File: config.mk
export PLATFORM = sky130hd
export DESIGN_NAME = mss_shifter
export DESIGN_NICKNAME = d
export VERILOG_FILES = /design/src/rtl/mss_pkg.sv /design/src/rtl/mss_fixed_stage.sv /design/src/rtl/mss_seg_counter.sv /design/src/rtl/mss_shifter.sv
export SDC_FILE = /design/constraint.sdc
export NUM_CORES = 1
export LEC_CHECK = 0
export CAP_MARGIN = 20
export CORE_UTILIZATION = 50
export CTS_BUF_LIST = sky130_fd_sc_hd__clkbuf_4 sky130_fd_sc_hd__clkbuf_8
export DETAILED_ROUTE_END_ITERATION = 10
export PLACE_DENSITY = 0.89
export SYNTH_ARGS = -nofsm -noshare
export SYNTH_HDL_FRONTEND = slang
export SYNTH_SLANG_ARGS = --single-unit
File: constraint.sdc
create_clock -name clk -period 4.05 [get_ports clk]
set_input_delay 0.81 -clock clk [delete_from_list [all_inputs] [get_ports clk]]
set_output_delay 0.81 -clock clk [all_outputs]
set_load 0.1 [all_outputs]
File: src/rtl/mss_pkg.sv
package mss_pkg;
  localparam int unsigned NUM_STAGES = 2;

  // Place count moved by stage idx: stage 0 is the coarse stride.
  function automatic int unsigned stride_of(input int unsigned idx, input int unsigned lo_bits);
    return (idx == 0) ? (1 << lo_bits) : 1;
  endfunction
endpackage

File: src/rtl/mss_fixed_stage.sv
module mss_fixed_stage #(
  parameter int unsigned WIDTH  = 16,
  parameter int unsigned STRIDE = 1
) (
  input  logic             apply,
  input  logic [WIDTH-1:0] din,
  output logic [WIDTH-1:0] dout
);
  localparam int unsigned KEEP = WIDTH - STRIDE;

  logic [WIDTH-1:0] moved;

  // Pure bit renaming upward with zero fill of the vacated low positions.
  assign moved = {din[KEEP-1:0], {STRIDE{1'b0}}};
  assign dout  = apply ? moved : din;
endmodule

File: src/rtl/mss_seg_counter.sv
module mss_seg_counter #(
  parameter int unsigned SEG_W = 2
) (
  input  logic             clk,
  input  logic             rst_n,
  input  logic             load,
  input  logic [SEG_W-1:0] load_val,
  output logic             active,
  output logic [SEG_W-1:0] cnt
);
  always_ff @(posedge clk or negedge rst_n) begin
    if (!rst_n)      cnt <= '0;
    else if (load)   cnt <= load_val;
    else if (active) cnt <= cnt - SEG_W'(1);
  end

  assign active = (cnt != '0);

  // each active segment steps down by one per cycle
  a_r4_seg_step: assert property (@(posedge clk) disable iff (!rst_n)
    (!load && active) |=> (cnt == $past(cnt) - SEG_W'(1)));

  // an idle segment stays idle until loaded
  a_r6_seg_idle: assert property (@(posedge clk) disable iff (!rst_n)
    (!load && !active) |=> !active);
endmodule

File: src/rtl/mss_shifter.sv
module mss_shifter
  import mss_pkg::*;
#(
  parameter int unsigned WIDTH_LG = 4,
  parameter int unsigned WIDTH    = 1 << WIDTH_LG
) (
  input  logic                clk,
  input  logic                rst_n,
  input  logic                start,
  input  logic [WIDTH_LG-1:0] amount,
  input  logic [WIDTH-1:0]    data_in,
  output logic [WIDTH-1:0]    data_out,
  output logic                ready
);
  localparam int unsigned LO_BITS = WIDTH_LG / 2;
  localparam int unsigned HI_BITS = WIDTH_LG - LO_BITS;
  localparam int unsigned SEG_W   = HI_BITS;

  logic [WIDTH-1:0]      chain      [NUM_STAGES+1];
  logic [SEG_W-1:0]      seg_load   [NUM_STAGES];
  logic [SEG_W-1:0]      seg_cnt    [NUM_STAGES];
  logic [NUM_STAGES-1:0] seg_active;
  logic [WIDTH-1:0]      data_q;

  assign chain[0] = data_q;

  for (genvar i = 0; i < NUM_STAGES; i++) begin : g_stage
    localparam int unsigned STRIDE = stride_of(i, LO_BITS);

    if (i == 0) begin : g_coarse
      assign seg_load[i] = amount[WIDTH_LG-1:LO_BITS];
    end else begin : g_fine
      assign seg_load[i] = SEG_W'(amount[LO_BITS-1:0]);
    end

    mss_seg_counter #(.SEG_W(SEG_W)) u_seg (
      .clk      (clk),
      .rst_n    (rst_n),
      .load     (start),
      .load_val (seg_load[i]),
      .active   (seg_active[i]),
      .cnt      (seg_cnt[i])
    );

    mss_fixed_stage #(.WIDTH(WIDTH), .STRIDE(STRIDE)) u_stage (
      .apply (seg_active[i]),
      .din   (chain[i]),
      .dout  (chain[i+1])
    );
  end

  always_ff @(posedge clk or negedge rst_n) begin
    if (!rst_n)     data_q <= '0;
    else if (start) data_q <= data_in;
    else            data_q <= chain[NUM_STAGES];
  end

  assign data_out = data_q;
  assign ready    = (seg_active == '0);

  // a start always loads the word, even mid-operation
  a_r1_load: assert property (@(posedge clk) disable iff (!rst_n)
    start |=> (data_out == $past(data_in)));

  // nonzero amount makes the block busy on the next cycle
  a_r2_busy: assert property (@(posedge clk) disable iff (!rst_n)
    (start && amount != '0) |=> !ready);

  // zero amount leaves the block ready
  a_r2_zero: assert property (@(posedge clk) disable iff (!rst_n)
    (start && amount == '0) |=> ready);

  // idle result holds
  a_r6_hold: assert property (@(posedge clk) disable iff (!rst_n)
    (ready && !start) |=> ($stable(data_out) && ready));

  // bits below the shifted-in zeros never become set while shifting
  a_r3_zero_fill: assert property (@(posedge clk) disable iff (!rst_n)
    (!start && $past(data_out[0]) == 1'b0) |-> (data_out[0] == 1'b0 || $past(start)));
endmodule

==> results list, run 1 <==
* Setup WS pre-CTS: 1.44 ns
* Number of antenna violations at the first check in global routing: 0
- Finish-stage setup viols: 0
- In the final routing, the length of wire on met1 measures 1080 um.
- Number of ports placed on the die boundary: 40
- The first global-routing pass estimated 4020 um of wire.
* Total negative slack for setup checks: 0 ns
- Of the total synthesized cell area, the portion taken by full adders, half adders and majority gates is 0.0424.
- Leaving out fill and tap cells, the most frequent cell in the layout is clkdlybuf4s50_1.
- STA classifies the critical path startpoint as a flop.
* CTS tree: built
* Post-layout net count: 163
* Vias in the first global route: 899
* Starting density of the core: 0.533
* CTS root buffer: clkbuf_4
- Along the worst path, the maximum fanout reaches 14.
- Core box area: 2210 sq um
- Once detail routing completed, the nets flagged for antenna violations numbered 0.
- Post-cts repair resize count: 0
- For this block, the initial DRC count from the detailed router was 10.
- Met3 wirelength from detailed routing: 96 um
* Data arrival time of the worst path: 1.94 ns
- Row generation in the floorplan step produced 17 rows.
- The critical path is of the reg2out type.
* Clock sink count: 20
- Vert. Die Dim: 50.6 um
- 1st-pass router iterations: 4
* Total congestion overflow after global routing: 0
- The die covers 2560 sq um.
* Result of the run: finished, final reports clean
- In the detailed route, the total length drawn on met2 is 1270 um.
* H-Tree Level Count: 1
- Clk Latency, worst-skew pair: 0.30 ns
* Min Clock Period, post-route: 2.75 ns
- At the pin with the least slew margin, the transition time is 1.01 ns.
- Die width: 50.6 um
- Worst IR drop on VDD: 409 uV
- Max Slew Vio Count: 0
* Largest family of logic cells by synthesized area: multiplexers
- The average instance in the mapped netlist occupies 11.9 sq um.
- The top cell types in the final layout, fill and taps aside, are clkdlybuf4s50_1 (38), dfrtp_1 (20), mux2i_1 (17), mux2_2 (13), nand2_1 (10).
- Layout area overhead: 33.2%
* Number of setup buffers added after CTS: 0
- The tightest min-delay check is of the reg2reg type.
- Of the total synthesized cell area, the portion taken by XOR and XNOR cells is 0.0148.
- Clock-pin slew was measured on the worst setup and hold paths at 0.11 ns.
* Cell count after synthesis: 99
- GRT Util Overall: 0.215
- The share of the Yosys chip area taken by registers is 0.424.
* Synth Cell Area: 1180 sq um
* Setup clock skew after layout: 0.00227 ns
* Fraction of final layout cells sized beyond drive strength 1: 0.157
* ANT cells: 0
- Port bufs: 39
* Power Density: 708 nW/um^2
- Dividing the final minimum period by the clock period gives 0.680.
* Count of hold buffers inserted by post-cts repair: 0
- Max frequency: 363 MHz
* Number of distinct library cells after synthesis: 21
- The wire-length estimate of the detail-placed layout is 1820 um.
* Area fraction in and, or, nand and nor cells after synthesis: 0.0647
- Category of the worst setup path capture point: primary output
- Critical path data required time: 3.24 ns
- For this run, design rule violations remaining after detail routing come to 0.
- Synthesis inferred 20 register bits.
- Entering global routing, the biggest net connects 31 pins.
* Worst slew margin: 0.325
* Leakage: 0.664 nW
* Number of max-capacitance violations reported: 0
* Syn Nets: 126
- For this block, the routed nets add up to 2480 um of wire.
* Filler instances: 182
- Detail-routed via count per cell: 5.49
* TritonCTS buffer count: 3
- The area fraction in compound gates after synthesis is 0.0509.
- Placer Congestion: 0.777
- Yosys printed 0 warnings.
* Average wire per cell in the routed design: 15.3 um
- The highest metal layer carrying signal wires in the routed design is met4.
- Via count: 890
- The clock passes through at most 2 buffers.
- Across all setup checks in the final design, the least slack found is 1.30 ns.
* Unrepaired setup endpoints after global routing: no
- Number of hold violations in the final report: 0
- Measured against the total synthesized area, the mux share comes to 0.345.
Yosys cell counts:
library cell	count	area share
mux2_2	13	0.12
buf_2	1	0.0042
nand2b_1	1	0.0053
nand3b_1	1	0.0064
a32oi_1	1	0.0074
inv_1	4	0.013
buf_6	3	0.029
dfrtp_1	20	0.42
mux4_2	4	0.076
a31oi_1	1	0.0053
and2_1	1	0.0053
ha_1	4	0.042
buf_4	1	0.0064
o21ai_0	9	0.038
or3_1	1	0.0053
xor2_1	2	0.015
clkbuf_1	2	0.0064
mux2i_1	17	0.14
nand3_1	1	0.0042
nand2_1	10	0.032
nor2_1	2	0.0064
cell type report:
| cell class | count | area, sq um | area share |
|---|---|---|---|
| tap | 28 | 35.0 | 0.0223 |
| inverter | 4 | 15.0 | 0.00955 |
| sequential | 20 | 500 | 0.318 |
| multi-input combinational | 68 | 611 | 0.389 |
| timing repair buffer | 39 | 388 | 0.247 |
| clock buffer | 3 | 22.5 | 0.0143 |
critical path: stages (launching register included):
cell and delay [ns]:
dfrtp_1 0.41, inv_1 0.08, ha_1 0.64, and2_1 0.23, buf_4 0.29
stage by stage:
| stage | hold slack (ns) | instance area [sq um] | util | cells | power, W |
|---|---|---|---|---|---|
| after floorplan | 0.514 | 1180 | - | 99 | 0.000877 |
| after global routing | 0.608 | 1570 | 0.710 | 162 | 0.00116 |
| final | 0.583 | 1570 | 0.710 | 162 | 0.00111 |
| after CTS | 0.584 | 1570 | 0.710 | 162 | 0.00112 |
| after detailed placement | 0.560 | 1550 | 0.700 | 159 | 0.00102 |
| after global placement | 0.545 | 1550 | 0.700 | 159 | 0.00101 |
registers in the layout, indices dropped and copies added, names as in the netlist:
register,count
data_out,16
g_stage.u_seg.cnt,4
routing by layer:
layer,vias up,track usage
met5,-,0
met1,435,0.266
met2,26,0.369
met4,0,0.102
met3,4,0.0273
li1,425,-
final timing paths:
kind	end	cells past startpoint	start	slack [ns]
min in group asynchronous	data_out[5]	1	rst_n	1.01
hold / removal	data_out[15]	2	data_out[15]	0.58
max in group asynchronous	g_stage[1].u_seg.cnt[0]	1	rst_n	2.48
setup reg to reg	data_out[8]	4	g_stage[1].u_seg.cnt[0]	1.90
hold reg to reg	data_out[15]	2	data_out[15]	0.58
setup / recovery	ready	4	g_stage[0].u_seg.cnt[0]	1.30
report_power, final:
| group | switching (W) | leakage, nW | internal [W] |
|---|---|---|---|
| combinational | 0.000476 | 0.407 | 0.000240 |
| clock | 0.0000613 | 0.0138 | 0.0000347 |
| sequential | 0.0000468 | 0.243 | 0.000253 |
| total | 0.000584 | 0.664 | 0.000528 |
logic make-up after synthesis:
group           Yosys count
xor+xnor                  2
flops                    20
buf+inv                  11
simple gates             17
fa+ha+maj                 4
mux                      34
compound gates           11
Power figures use the tool's default switching activity.
==> inputs of run 2 (changes only) <==
CORE_UTILIZATION = 47   (was 50)
PLACE_DENSITY = 0.84   (was 0.89)
clock period = 2.8 ns   (was 4.05 ns; I/O delays follow)
==> results list, run 2 (same netlist as run 1, synthesis figures left out) <==
* Result of the run: finished, final reports clean
* Std cell rows: 17 (unchanged)
* Detail-routed via count per cell: 5.45 (-0.83%)
- Min Clock Period, post-route: 2.14 ns
- Vert. Die Dim: 52.1 um (+3.0%)
- R2r worst-path depth: 6 (+2)
- The initial standard-cell utilization of the core came to 0.514 (-0.0198).
- The final antenna diode count is 0 (unchanged).
* TritonCTS buffer count: 3 (unchanged)
- Startpoint types: flop
* Buffering stage count on the worst path with inverters included: 2 (unchanged)
- The die footprint came to 2710 sq um (+6.1%).
- Max Slew Vio Count: 0 (unchanged)
- The worst slack at placement came to 0.679 ns (-0.760 ns).
* Post-cts repair resize count: 0 (unchanged)
- Buffers from clock root to sink, at most: 2 (unchanged)
- Transition time of the tightest slew-check pin: 0.895 ns (-0.115 ns)
- Total congestion overflow after global routing: 0 (unchanged)
- CP peak stage delay: 0.41 ns (-0.23 ns)
- The number of fillers in the final layout is 196 (+7.7%).
- Sequence of cells on the critical path: inv_1 > ha_1 > and2_1 > buf_12
- The via count was 899 (+1.0%).
- The worst hold margin was 0.569 ns (-0.0138 ns).
- The overall routing resource usage came to 0.205 (-0.0100).
- The flip-flop and latch area is 500 sq um (unchanged).
- Final setup slack of the worst path: 0.661 ns (-0.635 ns)
- Path type of the worst min-delay path: reg2reg
- The number of global-route vias before repair came to 858 (-4.6%).
* Global-route wire length before repair: 3950 um (-1.7%)
* CTS tree: built
- The final hold violation count came to 0 (unchanged).
- The number of max-cap violations is 0 (unchanged).
- Max FFs per register: 16 (unchanged)
- Unrepaired setup endpoints after global routing: no
- Number of ports placed on the die boundary: 40 (unchanged)
* H-Tree Level Count: 1 (unchanged)
- The clock transition time at the flip-flop clock pins of the worst setup and hold paths was 0.11 ns (about the same).
- Total negative slack for setup checks: 0 ns (unchanged)
- The standby leakage power came to 0.700 nW (+5.5%).
- Average wire per cell in the routed design: 14.8 um (-3.1%)
* Slowest CP cell: dfrtp_1
- Number of setup buffers added after CTS: 0 (unchanged)
- The number of setup violations in the final report came to 0 (unchanged).
- Clk Latency, worst-skew pair: 0.30 ns (about the same)
* Endpoint of the most critical register-to-register path: data_out[10]
* Final core utilization: 0.682 (-0.0285)
- The reg-to-reg setup timing slack is 0.86 ns (-1.04 ns).
- Count of hold buffers inserted by post-cts repair: 0 (unchanged)
- The post-detailed-route DRC marker count came to 0 (unchanged).
- For this run, the top clock speed supported by timing is 468 MHz.
- Reg2reg start: g_stage[1].u_seg.cnt[0]
- CP delay by family, top: flip-flops
- The total wirelength of the detailed-routed design was 2450 um (-1.3%).
* Multi-input gate area: 611 sq um (unchanged)
- The area growth from synthesis to layout is 32.8%.
- The worst setup skew after layout is 0.00216 ns (-0.000108 ns).
* Setup crit end: ready
- Critical Path Stages: 4 (unchanged)
- The number of nets in the layout is 166 (+1.8%).
- In the layout the commonest cells are clkdlybuf4s50_1 (22), dfrtp_1 (20), buf_4 (19), mux2i_1 (17), mux2_2 (13).
- Power Density: 1030 nW/um^2 (+45%)
- Fraction of final layout cells sized beyond drive strength 1: 0.292 (+0.135)
- The routability congestion estimate from global placement came to 0.747 (-3.9%).
* Worst IR drop on VDD: 595 uV (+46%)
* Clock sink count: 20 (unchanged)
* Category of the worst setup path capture point: primary output
- Die width: 52.1 um (+3.0%)
- Critical path launch point: g_stage[0].u_seg.cnt[0]
- The maximum fanout count along the critical path is 7 (-7).
- Core box area: 2300 sq um (+3.8%)
* DRT iter0 DRCs: 24 (+14)
- Dividing the final minimum period by the clock period gives 0.764.
- The arrival time at the worst endpoint came to 1.58 ns (-0.36 ns).
* Port bufs: 39 (unchanged)
- CTS placed an instance of clkbuf_4 at the clock tree root.
- 1st-pass router iterations: 4 (unchanged)
- Detailed placement HPWL: 1840 um (+1.1%)
- Worst slew margin: 0.401 (+0.0767)
* Number of antenna violations at the first check in global routing: 0 (unchanged)
- Pin count of the biggest net entering global routing: 21 (-32%)
- Critical path data required time: 2.24 ns (-1.00 ns)
* Start-to-end type of the worst setup path: reg2out
* Final antenna-violating net count: 0 (unchanged)
- The library cell used most frequently in the layout, excluding fill and tap cells, is clkdlybuf4s50_1.
## run 2: cell count changes in the layout (fill, tap and decap cells not counted), sizes merged
cell and change:
clkdlybuf4s50 -16, buf +19
## run 2: layout make-up
cell class,instances,share of cell area
timing repair buffer,42,0.244
multi-input combinational,68,0.390
sequential,20,0.319
clock buffer,3,0.0144
inverter,4,0.00958
tap,28,0.0224
## run 2: worst min-delay path by stage
stage	startpoint	endpoint	slack (ns)	cells past startpoint
2_1_floorplan	rst_n	data_out[0]	0.26	0
3_3_place_gp	data_out[15]	data_out[15]	0.54	2
3_5_place_dp	data_out[15]	data_out[15]	0.56	2
4_1_cts	data_out[15]	data_out[15]	0.57	2
5_1_grt	data_out[15]	data_out[15]	0.61	2
6_report	data_out[15]	data_out[15]	0.57	2
## run 2: worst reg2reg max path, stage by stage (launching register included)
cell,delay (ns)
dfrtp_1,0.40
inv_1,0.09
ha_1,0.44
buf_4,0.27
mux2i_1,0.26
mux2i_1,0.11
mux2_2,0.27
## run 2: where the power goes
part           internal (W)  switching [W]
Clock             0.0000502      0.0000882
Sequential         0.000365      0.0000682
Combinational      0.000343       0.000697
Total              0.000759       0.000853
## run 2: metal layers
metal  vias to the layer above  wire, um  global-route usage
li1                        429         -                   -
met4                         0        41              0.0811
met3                         4       139              0.0292
met1                       434      1090               0.253
met5                         -         0                   0
met2                        32      1180               0.355
## run 2: metrics by stage
stage	total power [W]	std cells	area, sq um
2_1_floorplan	0.00127	99	1180
3_3_place_gp	0.00146	162	1540
3_5_place_dp	0.00149	162	1540
4_1_cts	0.00162	165	1570
5_1_grt	0.00170	165	1570
6_report	0.00161	165	1570
